==> src/rtl/dma_ep_pkg.sv <==
package dma_ep_pkg;

    // Control word; packed field order matches the register bit layout.
    typedef struct packed {
        logic [1:0] burst;
        logic       berr;
        logic [3:0] ep;
        logic       ie;
        logic       mode;
        logic       tx;
        logic       en;
    } ctrl_t;

    localparam int CTRL_W = $bits(ctrl_t);

    typedef enum logic {
        MV_IDLE  = 1'b0,
        MV_BURST = 1'b1
    } mv_state_e;

    function automatic logic [4:0] burst_beats(input logic [1:0] code);
        case (code)
            2'd1:    burst_beats = 5'd4;
            2'd2:    burst_beats = 5'd8;
            2'd3:    burst_beats = 5'd16;
            default: burst_beats = 5'd1;
        endcase
    endfunction

    function automatic logic [3:0] strb_for(input logic [2:0] nbytes);
        case (nbytes)
            3'd1:    strb_for = 4'b0001;
            3'd2:    strb_for = 4'b0011;
            3'd3:    strb_for = 4'b0111;
            default: strb_for = 4'b1111;
        endcase
    endfunction

endpackage

==> src/rtl/dma_ep_chan.sv <==
module dma_ep_chan
    import dma_ep_pkg::*;
#(
    parameter int ADDR_W = 32,
    parameter int CNT_W  = 17
) (
    input  logic              clk,
    input  logic              rst,
    input  logic              wr_ctrl,
    input  logic              wr_addr,
    input  logic              wr_cnt,
    input  logic [31:0]       wdata,
    input  logic              beat_hit,
    input  logic [2:0]        beat_step,
    input  logic              err_hit,
    output ctrl_t             ctrl,
    output logic [ADDR_W-1:0] addr,
    output logic [CNT_W-1:0]  cnt,
    output logic              req,
    output logic              flag_set
);

    logic finishing;
    assign finishing = ctrl.en && (cnt == '0) && !wr_ctrl && !err_hit;

    always_ff @(posedge clk) begin
        if (rst) begin
            ctrl <= '0;
            addr <= '0;
            cnt  <= '0;
        end else begin
            if (wr_addr)
                addr <= wdata[ADDR_W-1:0];
            else if (beat_hit)
                addr <= addr + ADDR_W'(beat_step);

            if (wr_cnt)
                cnt <= wdata[CNT_W-1:0];
            else if (beat_hit)
                cnt <= cnt - CNT_W'(beat_step);

            if (wr_ctrl) begin
                ctrl      <= ctrl_t'(wdata[CTRL_W-1:0]);
                ctrl.berr <= 1'b0;
            end else if (err_hit) begin
                ctrl.en   <= 1'b0;
                ctrl.berr <= 1'b1;
            end else if (finishing) begin
                ctrl.en   <= 1'b0;
            end
        end
    end

    assign req      = ctrl.en && (cnt != '0);
    assign flag_set = (err_hit && !wr_ctrl) || (finishing && ctrl.ie);

    // a channel with nothing left to move drops its enable
    assert_done_clears_en_R5: assert property (@(posedge clk) disable iff (rst)
        (ctrl.en && cnt == '0 && !wr_ctrl) |=> !ctrl.en);

    // an error beat leaves the channel stopped with the error bit set
    assert_err_marks_ctrl_R7: assert property (@(posedge clk) disable iff (rst)
        (err_hit && !wr_ctrl) |=> (ctrl.berr && !ctrl.en));

    // without a software write the count only goes down
    assert_cnt_monotonic_R3: assert property (@(posedge clk) disable iff (rst)
        !wr_cnt |=> (cnt <= $past(cnt)));

endmodule

==> src/rtl/dma_ep_rr_arb.sv <==
module dma_ep_rr_arb #(
    parameter int N     = 8,
    parameter int IDX_W = $clog2(N)
) (
    input  logic             clk,
    input  logic             rst,
    input  logic [N-1:0]     req,
    input  logic             take,
    output logic [N-1:0]     gnt,
    output logic [IDX_W-1:0] gnt_idx,
    output logic             any
);

    logic [IDX_W-1:0] ptr;

    always_comb begin
        gnt_idx = '0;
        any     = 1'b0;
        for (int i = N - 1; i >= 0; i--) begin
            if (req[ptr + IDX_W'(i)]) begin
                gnt_idx = ptr + IDX_W'(i);
                any     = 1'b1;
            end
        end
        gnt = any ? (N'(1) << gnt_idx) : '0;
    end

    always_ff @(posedge clk) begin
        if (rst)
            ptr <= '0;
        else if (take && any)
            ptr <= gnt_idx + IDX_W'(1);
    end

    // at most one grant, and only to a requester
    assert_gnt_valid_R9: assert property (@(posedge clk) disable iff (rst)
        $onehot0(gnt) && ((gnt & ~req) == '0));

endmodule

==> src/rtl/dma_ep_mover.sv <==
module dma_ep_mover
    import dma_ep_pkg::*;
#(
    parameter int NCH    = 8,
    parameter int ADDR_W = 32,
    parameter int CNT_W  = 17,
    parameter int IDX_W  = $clog2(NCH)
) (
    input  logic              clk,
    input  logic              rst,
    input  logic              any,
    input  logic [IDX_W-1:0]  gnt_idx,
    input  ctrl_t             ctrl_arr [NCH],
    input  logic [ADDR_W-1:0] addr_arr [NCH],
    input  logic [CNT_W-1:0]  cnt_arr  [NCH],
    output logic              take,
    output logic [NCH-1:0]    beat_hit,
    output logic [2:0]        beat_step,
    output logic [NCH-1:0]    err_hit,
    output logic [IDX_W-1:0]  cur_ch,
    output logic              mem_valid,
    output logic              mem_write,
    output logic [ADDR_W-1:0] mem_addr,
    output logic [3:0]        mem_strb,
    output logic [3:0]        mem_len,
    output logic [1:0]        mem_burst,
    output logic [31:0]       mem_wdata,
    input  logic              mem_ready,
    input  logic              mem_err,
    input  logic [31:0]       mem_rdata,
    output logic [3:0]        ep_num,
    output logic              ep_tx,
    output logic              ep_wvalid,
    output logic [31:0]       ep_wdata,
    output logic [3:0]        ep_strb,
    input  logic              ep_wready,
    input  logic              ep_rvalid,
    input  logic [31:0]       ep_rdata,
    output logic              ep_rready
);

    mv_state_e        st;
    logic [4:0]       left;
    logic [3:0]       len_m1;

    ctrl_t            cur;
    logic [CNT_W-1:0] cur_cnt;
    logic             side_ok, fire, ok_beat, bad_beat;

    // burst size for the channel the arbiter offers
    logic [CNT_W:0]   g_words;
    logic [4:0]       g_bl, g_beats;

    assign g_words = ({1'b0, cnt_arr[gnt_idx]} + (CNT_W+1)'(3)) >> 2;
    assign g_bl    = burst_beats(ctrl_arr[gnt_idx].burst);
    assign g_beats = (g_words < (CNT_W+1)'(g_bl)) ? g_words[4:0] : g_bl;

    assign cur     = ctrl_arr[cur_ch];
    assign cur_cnt = cnt_arr[cur_ch];
    assign take    = (st == MV_IDLE) && any;

    assign beat_step = (cur_cnt >= CNT_W'(4)) ? 3'd4 : {1'b0, cur_cnt[1:0]};
    assign side_ok   = cur.tx ? ep_wready : ep_rvalid;
    assign mem_valid = (st == MV_BURST) && cur.en && (cur_cnt != '0) && side_ok;
    assign fire      = mem_valid && mem_ready;
    assign ok_beat   = fire && !mem_err;
    assign bad_beat  = fire && mem_err;

    always_comb begin
        beat_hit = '0;
        err_hit  = '0;
        beat_hit[cur_ch] = ok_beat;
        err_hit[cur_ch]  = bad_beat;
    end

    always_ff @(posedge clk) begin
        if (rst) begin
            st     <= MV_IDLE;
            cur_ch <= '0;
            left   <= '0;
            len_m1 <= '0;
        end else begin
            case (st)
                MV_IDLE: begin
                    if (any) begin
                        cur_ch <= gnt_idx;
                        left   <= g_beats;
                        len_m1 <= 4'(g_beats - 5'd1);
                        st     <= MV_BURST;
                    end
                end
                default: begin
                    if (!cur.en || cur_cnt == '0 || bad_beat ||
                        (ok_beat && left == 5'd1)) begin
                        st   <= MV_IDLE;
                        left <= '0;
                    end else if (ok_beat) begin
                        left <= left - 5'd1;
                    end
                end
            endcase
        end
    end

    assign mem_write = !cur.tx;
    assign mem_addr  = addr_arr[cur_ch];
    assign mem_strb  = strb_for(beat_step);
    assign mem_len   = len_m1;
    assign mem_burst = cur.burst;
    assign mem_wdata = ep_rdata;
    assign ep_num    = cur.ep;
    assign ep_tx     = cur.tx;
    assign ep_wvalid = ok_beat && cur.tx;
    assign ep_wdata  = mem_rdata;
    assign ep_strb   = mem_strb;
    assign ep_rready = ok_beat && !cur.tx;

    // no beat beyond the length of the burst that was granted
    assert_burst_bound_R4: assert property (@(posedge clk) disable iff (rst)
        mem_valid |-> (left != 5'd0 && {1'b0, len_m1} >= left - 5'd1));

endmodule

==> src/rtl/dma_ep_engine.sv <==
module dma_ep_engine
    import dma_ep_pkg::*;
#(
    parameter int          NCH      = 8,
    parameter int          ADDR_W   = 32,
    parameter int          CNT_W    = 17,
    parameter int          REG_AW   = 12,
    parameter logic [11:0] REG_BASE = 12'h200
) (
    input  logic              clk,
    input  logic              rst,
    input  logic              reg_we,
    input  logic              reg_re,
    input  logic [REG_AW-1:0] reg_addr,
    input  logic [31:0]       reg_wdata,
    output logic [31:0]       reg_rdata,
    output logic              irq,
    output logic              mem_valid,
    output logic              mem_write,
    output logic [ADDR_W-1:0] mem_addr,
    output logic [3:0]        mem_strb,
    output logic [3:0]        mem_len,
    output logic [1:0]        mem_burst,
    output logic [31:0]       mem_wdata,
    input  logic              mem_ready,
    input  logic              mem_err,
    input  logic [31:0]       mem_rdata,
    output logic [3:0]        ep_num,
    output logic              ep_tx,
    output logic              ep_wvalid,
    output logic [31:0]       ep_wdata,
    output logic [3:0]        ep_strb,
    input  logic              ep_wready,
    input  logic              ep_rvalid,
    input  logic [31:0]       ep_rdata,
    output logic              ep_rready
);

    localparam int IDX_W = $clog2(NCH);
    localparam int WIN_LO = 4 + IDX_W;
    localparam logic [REG_AW-1:0] BASE_A = REG_AW'(REG_BASE);

    // register decode
    logic             in_win, rd_int;
    logic [IDX_W-1:0] sel;
    logic [3:0]       off;

    assign in_win = reg_addr[REG_AW-1:WIN_LO] == BASE_A[REG_AW-1:WIN_LO];
    assign sel    = reg_addr[WIN_LO-1:4];
    assign off    = reg_addr[3:0];
    assign rd_int = reg_re && (reg_addr == BASE_A);

    ctrl_t             ctrl_arr [NCH];
    logic [ADDR_W-1:0] addr_arr [NCH];
    logic [CNT_W-1:0]  cnt_arr  [NCH];
    logic [NCH-1:0]    req, flag_set, beat_hit, err_hit, gnt;
    logic [2:0]        beat_step;
    logic [IDX_W-1:0]  gnt_idx, cur_ch;
    logic              any, take;
    logic [NCH-1:0]    flags;

    for (genvar k = 0; k < NCH; k++) begin : g_ch
        logic hit;
        assign hit = in_win && (sel == IDX_W'(k)) && reg_we;
        dma_ep_chan #(.ADDR_W(ADDR_W), .CNT_W(CNT_W)) chan_i (
            .clk      (clk),
            .rst      (rst),
            .wr_ctrl  (hit && off == 4'h4),
            .wr_addr  (hit && off == 4'h8),
            .wr_cnt   (hit && off == 4'hC),
            .wdata    (reg_wdata),
            .beat_hit (beat_hit[k]),
            .beat_step(beat_step),
            .err_hit  (err_hit[k]),
            .ctrl     (ctrl_arr[k]),
            .addr     (addr_arr[k]),
            .cnt      (cnt_arr[k]),
            .req      (req[k]),
            .flag_set (flag_set[k])
        );
    end

    dma_ep_rr_arb #(.N(NCH)) arb_i (
        .clk    (clk),
        .rst    (rst),
        .req    (req),
        .take   (take),
        .gnt    (gnt),
        .gnt_idx(gnt_idx),
        .any    (any)
    );

    dma_ep_mover #(.NCH(NCH), .ADDR_W(ADDR_W), .CNT_W(CNT_W)) mover_i (
        .clk      (clk),
        .rst      (rst),
        .any      (any),
        .gnt_idx  (gnt_idx),
        .ctrl_arr (ctrl_arr),
        .addr_arr (addr_arr),
        .cnt_arr  (cnt_arr),
        .take     (take),
        .beat_hit (beat_hit),
        .beat_step(beat_step),
        .err_hit  (err_hit),
        .cur_ch   (cur_ch),
        .mem_valid(mem_valid),
        .mem_write(mem_write),
        .mem_addr (mem_addr),
        .mem_strb (mem_strb),
        .mem_len  (mem_len),
        .mem_burst(mem_burst),
        .mem_wdata(mem_wdata),
        .mem_ready(mem_ready),
        .mem_err  (mem_err),
        .mem_rdata(mem_rdata),
        .ep_num   (ep_num),
        .ep_tx    (ep_tx),
        .ep_wvalid(ep_wvalid),
        .ep_wdata (ep_wdata),
        .ep_strb  (ep_strb),
        .ep_wready(ep_wready),
        .ep_rvalid(ep_rvalid),
        .ep_rdata (ep_rdata),
        .ep_rready(ep_rready)
    );

    // interrupt flags: read clears what it returned, new events survive
    always_ff @(posedge clk) begin
        if (rst)
            flags <= '0;
        else
            flags <= (flags & ~(rd_int ? flags : '0)) | flag_set;
    end
    assign irq = |flags;

    always_ff @(posedge clk) begin
        if (rst) begin
            reg_rdata <= '0;
        end else if (reg_re) begin
            reg_rdata <= '0;
            if (rd_int)
                reg_rdata <= 32'(flags);
            else if (in_win) begin
                case (off)
                    4'h4:    reg_rdata <= 32'(ctrl_arr[sel]);
                    4'h8:    reg_rdata <= 32'(addr_arr[sel]);
                    4'hC:    reg_rdata <= 32'(cnt_arr[sel]);
                    default: reg_rdata <= '0;
                endcase
            end
        end
    end

    // flags present at a status read are gone afterwards unless re-raised
    assert_int_read_clears_R6: assert property (@(posedge clk) disable iff (rst)
        rd_int |=> ((flags & $past(flags) & ~$past(flag_set)) == '0));

    // a control write with enable clear silences that channel next cycle
    assert_abort_silences_R8: assert property (@(posedge clk) disable iff (rst)
        (reg_we && in_win && off == 4'h4 && !reg_wdata[0])
            |=> !(mem_valid && cur_ch == $past(sel)));

endmodule

==> config.mk <==
export PLATFORM = sky130hd
export DESIGN_NAME = dma_ep_engine
export DESIGN_NICKNAME = d
export VERILOG_FILES = /design/src/rtl/dma_ep_pkg.sv /design/src/rtl/dma_ep_chan.sv /design/src/rtl/dma_ep_rr_arb.sv /design/src/rtl/dma_ep_mover.sv /design/src/rtl/dma_ep_engine.sv
export SDC_FILE = /design/constraint.sdc
export NUM_CORES = 2
export LEC_CHECK = 0
export ABC_AREA = 1
export BUFFER_PORTS_ARGS = -buffer_cell sky130_fd_sc_hd__buf_2
export CAP_MARGIN = 30
export CORE_MARGIN = 1.5
export CORE_UTILIZATION = 45
export DETAILED_ROUTE_END_ITERATION = 8
export GPL_ROUTABILITY_DRIVEN = 0
export MAX_ROUTING_LAYER = met4
export PLACE_DENSITY = 0.67
export SLEW_MARGIN = 0
export SYNTH_ARGS = -nofsm -noshare
export SYNTH_HDL_FRONTEND = slang
export SYNTH_SLANG_ARGS = --single-unit
==> constraint.sdc <==
create_clock -name clk -period 18.8 [get_ports clk]
set_clock_uncertainty 0.1 [all_clocks]
set_input_delay 1.88 -clock clk [delete_from_list [all_inputs] [get_ports clk]]
set_output_delay 1.88 -clock clk [all_outputs]
set_load 0.05 [all_outputs]
[Word-level counts from Yosys, hierarchy flattened]
Cells that the tools add are included.
Word-level totals
  register bits: 536
  input port bits: 116
  output and inout port bits: 152
  word-level logic and storage cells: 466
Cells by class
  add/sub/neg operators: 27
  order comparisons: 15
  eq/ne operators: 20
  muxes and demuxes: 130
  bitwise operators: 9
  reductions and logical operators: 186
Operators by type and width (number)
  $mux W32: 22
  $mux W17: 22
  $add A32 B3 Y32: 8
  $bmux W32 S3: 2
  $bmux W17 S3: 3
  $logic_not A17 Y1: 9
  $reduce_bool A17 Y1: 9
  $sub A17 B3 Y17: 8
  $logic_and A1 B1 Y1: 101
  $bmux W11 S3: 3
  $pmux W32 S3: 1
  $mux W11: 6
  $mux W1: 45
  $lt A3 B4 Y1 const B: 9
  $reduce_bool A2 Y1: 17
  $mux W3: 9
  $mux W5: 5
  $and A8 B8 Y8: 3
  $bmux W1 S3: 8
  $reduce_bool A3 Y1: 8
  $logic_not A1 Y1: 19
  $add A17 B2 Y18 const B: 1
  $ge A17 B3 Y1 const B: 1
  $lt A16 B5 Y1: 1
  other kinds (31): 67

[Longest topological paths before layout]
  depth in word-level cells: 22
  depth in mapped cells: 45
  mapped depth without buffers: 43

[Cells and area by module]
A second synthesis with hierarchy kept.
Second synthesis, totals
  cell total of the unflattened synthesis: 7371
  area, all modules: 44096.0 um^2
Modules (own cells, without submodules)
  dma_ep_chan: times used 8, cells each 585, area each 3819.9 um^2
  dma_ep_mover: times used 1, cells each 1234, area each 6478.7 um^2
  dma_ep_engine: times used 1, cells each 1293, area each 6040.8 um^2
  dma_ep_rr_arb: times used 1, cells each 164, area each 1017.2 um^2

[Worst setup path before layout]
OpenSTA, ideal clock, no wires.
  path kind: register -> register
  from: register mover_i.cur_ch[2]
  to: register g_ch[6].chan_i.addr[30]
  setup time: 0.132 ns
  arrival time: 7.035 ns
  required time: 18.568 ns
  path slack: 11.533 ns
  cell stages (with the launch flop): 29
  cells stage by stage: dfxtp_1 -> buf_2 -> nor2_1 -> inv_1 -> nor2_1 -> clkbuf_1 -> a221oi_1 -> o2111ai_1 -> nor2_1 -> inv_1 -> nor4_2 -> inv_1 -> nor2_1 -> inv_1 -> fa_1 -> nor2_1 -> o21ai_0 -> nor3_1 -> nand3_1 -> nor4_1 -> nand4_1 -> nor2_1 -> nand4_1 -> nor4_1 -> nand3_1 -> nor2_1 -> a21oi_1 -> o21ai_1 -> a31oi_1
Between the ends
  word-level cells in the longest chain between the ends: 11
  elaborated cells on any way between the ends: 26
  those cells by class: add/sub (1); order compare (3); mux (12); bitwise (2); reduce/logical (8)
Ends and longest elaborated chain
  start, declared: line dma_ep_mover.sv:20  | output logic [IDX_W-1:0] cur_ch,
  start signal, assigned: line dma_ep_mover.sv:86  | cur_ch <= gnt_idx;
  parallel branches: the longest is 11 deep, another holds $add A32 B3 Y32
  end signal, assigned: line dma_ep_chan.sv:33  | addr <= wdata[ADDR_W-1:0];
  end signal, assigned: line dma_ep_chan.sv:35  | addr <= addr + ADDR_W'(beat_step);
  end, declared: line dma_ep_chan.sv:17  | output logic [ADDR_W-1:0] addr,
Parallel ways; which one is timed is not known. The select of a mux whose other input is x is not followed.
A chain may end at the register's enable or synchronous reset.

[Worst setup path in the final report]
Ends and elaborated chain as after synthesis.

==> metrics.yaml <==
run_status:
  status: "finished, violations left"
  violations: "design-rule violations"
timing:
  post-route-period-util_pct: 41.8
  hold_viol_final: 0
  fmaxAchievable_mhz: 127
  final_max_slew_viol_count: 0
  worst_pin_slew_ns: 1.16
  rsz0062_at_grt: "false"
  fin_tns_setup_ns: 0
  slew_headroom_pct: 22.5
  layout_min_cycle_time_ns: 7.86
  setup_viol: 0
critical_path:
  crit_required_ns: 19.21
  path_buf_inv: 8
  slowest_delay_ns: 0.66
  rr_startpoint: "mover_i.cur_ch[2]"
  crit_fanout: 27
  crit_family: "simple AND/OR/NAND/NOR gates"
  r2r_slack_ns: 10.94
  criticalPathCategory: "reg -> reg"
  crit_slowest_cell: "inv_2"
  worstRegToRegCells: 33
  reg2reg_to: "g_ch[6].chan_i.addr[30]"
  endpoint_kind: "flip-flop"
  critPathMostFrequentCell: "nor2_1"
  cp_data_arrival_time_ns: 8.27
  setup.worst_path.start_class: "flip-flop"
power:
  vdd_drop_max_mv: 0.277
  power_mw: 5.42
  power_density_mw_per_mm2: 127
  netSwitchingPower_mw: 2.70
  p_leak_nw: 15.1
  p_int_mw: 2.71
  seq_power_share_pct: 21.6
  netSwitchingFraction_pct: 49.9
  power_frac_clock_pct: 25.7
  combPwrFrac_pct: 52.7
grt:
  grt_pass1_vias: 41946
  grt_overflow_total: 0
  antenna_found_initial: 18
  grt_pass1_wl_um: 272000
  grt_max_degree: 183
  grt_usage_pct: 41.4
drt:
  top_layer_used: "met4"
  wl_met1_um: 65400
  ant_nets: 0
  vias_per_cell: 6.46
  num_vias: 46454
  wl_met2_um: 74700
  drt_pass1_iterations: 9
  wl_met3_um: 24700
  wl_per_cell_um: 25.7
  drtIter0Drc: 7418
  drc: 1
  wirelength_um: 185000
worst_hold_path:
  min_to: "g_ch[2].chan_i.ctrl[2]"
  hold_depth: 2
  hold_path.class: "reg -> reg"
  hold_start: "g_ch[2].chan_i.ctrl[2]"
clock_network:
  clock_path_buffers: 3
  post_cts_buffers: 0
  cts_tree: "built"
  clock_sinks: 536
  clk_pin_slew_worst_paths_ns: 0.06
  cts.htree.levels: 3
  worstSkewPairLatency_ns: 0.66
  numCtsBuffers: 67
  cts_root_buf: "clkbuf_16"
  cts_resized: 0
  ctsHoldBuffers: 0
yosys:
  yosysTopAreaCell: "dfxtp_1"
  avgSynthCellArea_um2: 6.43
  async_flop_share_pct: 0
  seq_area_frac_synth_pct: 27.4
  synth-seq-cells: 536
  synth.cell_area_mm2: 0.0392
  synthFlopType: "dfxtp_1"
  netlist_instances: 6102
  synth_top_cells_by_count: "nand2_1 (1501), inv_1 (573), dfxtp_1 (536)"
  synth-edff-count: 0
  synth_top_area_share_pct: 27.4
  synth_area_leaders: "dfxtp_1 (27%), nand2_1 (14%), inv_1 (5.5%), nand3_1 (5.4%), xor2_1 (5.2%)"
  synth_cell_types: 67
  yosysWarnings: 0
  synth_most_common_cell: "nand2_1"
placement:
  io_buffers: 137
  hpwlAfterDp_um: 128000
finish:
  drive_above_1_share_pct: 8.41
  area_delta_synth_final_pct: 8.80
  fin_nets: 6156
die:
  core_mm2: 0.0866
  pin_count: 268
  die_y_um: 298
  start_util_pct: 45.3
  rows: 108
  fp.dieW_um: 298
  die-area_mm2: 0.0889
job:
  maxCapViolCount: 0
[state kept, by name, summed over array words and instances (netlist names)]
signal and cells:
reg_rdata 32, flags 8, mover_i.mem_len 4, g_ch.chan_i.cnt 136, mover_i.left 5, g_ch.chan_i.addr 256
g_ch.chan_i.ctrl 88, arb_i.ptr 3, mover_i.st 1, mover_i.cur_ch 3
[power by group through the flow]
| stage | Clock (mW) | Combinational (mW) | Sequential, mW |
|---|---|---|---|
| 2_1_floorplan | 0 | 1.99 | 1.20 |
| 3_3_place_gp | 0 | 2.69 | 1.20 |
| 3_5_place_dp | 0 | 2.72 | 1.20 |
| 4_1_cts | 1.39 | 2.73 | 1.17 |
| 5_1_grt | 1.43 | 3.07 | 1.17 |
| 6_report | 1.39 | 2.85 | 1.17 |
[kinds of logic (layout without fill, tap and decap cells)]
kind of cell	Yosys count	in the layout	share of synthesized area (%)
AND/OR/NAND/NOR	2696	2696	29.3
multiplexers	3	3	0.0766
adder cells (fa/ha/maj)	73	73	2.64
XOR/XNOR	251	251	5.61
other	1	21	0.00956
AO/OA/AOI/OAI	1466	1466	23.5
buffers and inverters	1076	993	11.4
flip-flops	536	536	27.4
[layout make-up]
cell class              count  area (um2)
fillers                  8779       44000
multi-input cells        4491       24100
flip-flops and latches    536       10700
inverters                 618        2320
clock buffers             101        2050
repair buffers            253        1680
well taps                1155        1450
clock inverters            21         246
diodes                     19        47.5
[worst register-to-register path, delay by kind of cell, from the launching register on]
family / cells / cell delay [ns]
AND/OR/NAND/NOR: 16 / 3.57
AO/OA/AOI/OAI: 7 / 0.94
flip-flops: 1 / 0.39
buffers and inverters: 8 / 2.14
adder cells (fa/ha/maj): 2 / 0.58
[worst max-delay path by stage]
stage	startpoint	to	slack [ns]	cells past startpoint
final	mover_i.cur_ch[2]	g_ch[6].chan_i.addr[30]	10.94	33
after CTS	mover_i.cur_ch[2]	g_ch[6].chan_i.addr[30]	11.24	33
after global routing	mover_i.cur_ch[2]	g_ch[6].chan_i.addr[30]	10.31	33
after floorplan	mover_i.cur_ch[2]	g_ch[6].chan_i.addr[30]	11.53	28
after detailed placement	mover_i.cur_ch[2]	g_ch[6].chan_i.addr[30]	11.26	33
after global placement	mover_i.cur_ch[2]	g_ch[6].chan_i.addr[30]	11.34	33
[cells in the final DEF, fill, tap and decap left out, types with 57 or more instances in the layout]
cell type,n
dfxtp_1,535
nand4_1,69
o22ai_1,171
o21ai_0,320
buf_2,138
xor2_1,232
buf_4,100
ha_1,57
nor3_1,121
nand3_1,420
nand2_1,1499
a221oi_1,99
inv_1,570
a22oi_1,99
nor2_1,402
a31oi_1,271
o2111ai_1,59
a21oi_1,286
clkbuf_16,71
[routing by layer]
metal / GRT usage (%) / vias to the layer above
li1: - / 20597
met1: 48.1 / 21171
met2: 57.6 / 3546
met3: 13.0 / 1140
met4: 35.7 / 0
met5: - / -
[stage by stage]
stage / util [%] / area, um2 / cells / setup WS, ns / hold slack, ns
2_1_floorplan: - / 39200 / 6103 / 11.53 / 0.330
3_5_place_dp: 46.4 / 40200 / 7041 / 11.26 / 0.349
3_3_place_gp: 46.2 / 40000 / 7031 / 11.34 / 0.341
6_report: 49.3 / 42700 / 7194 / 10.94 / 0.358
5_1_grt: 49.2 / 42700 / 7190 / 10.31 / 0.375
4_1_cts: 49.1 / 42500 / 7163 / 11.24 / 0.358
No activity file was read; power rests on OpenSTA's default activity.
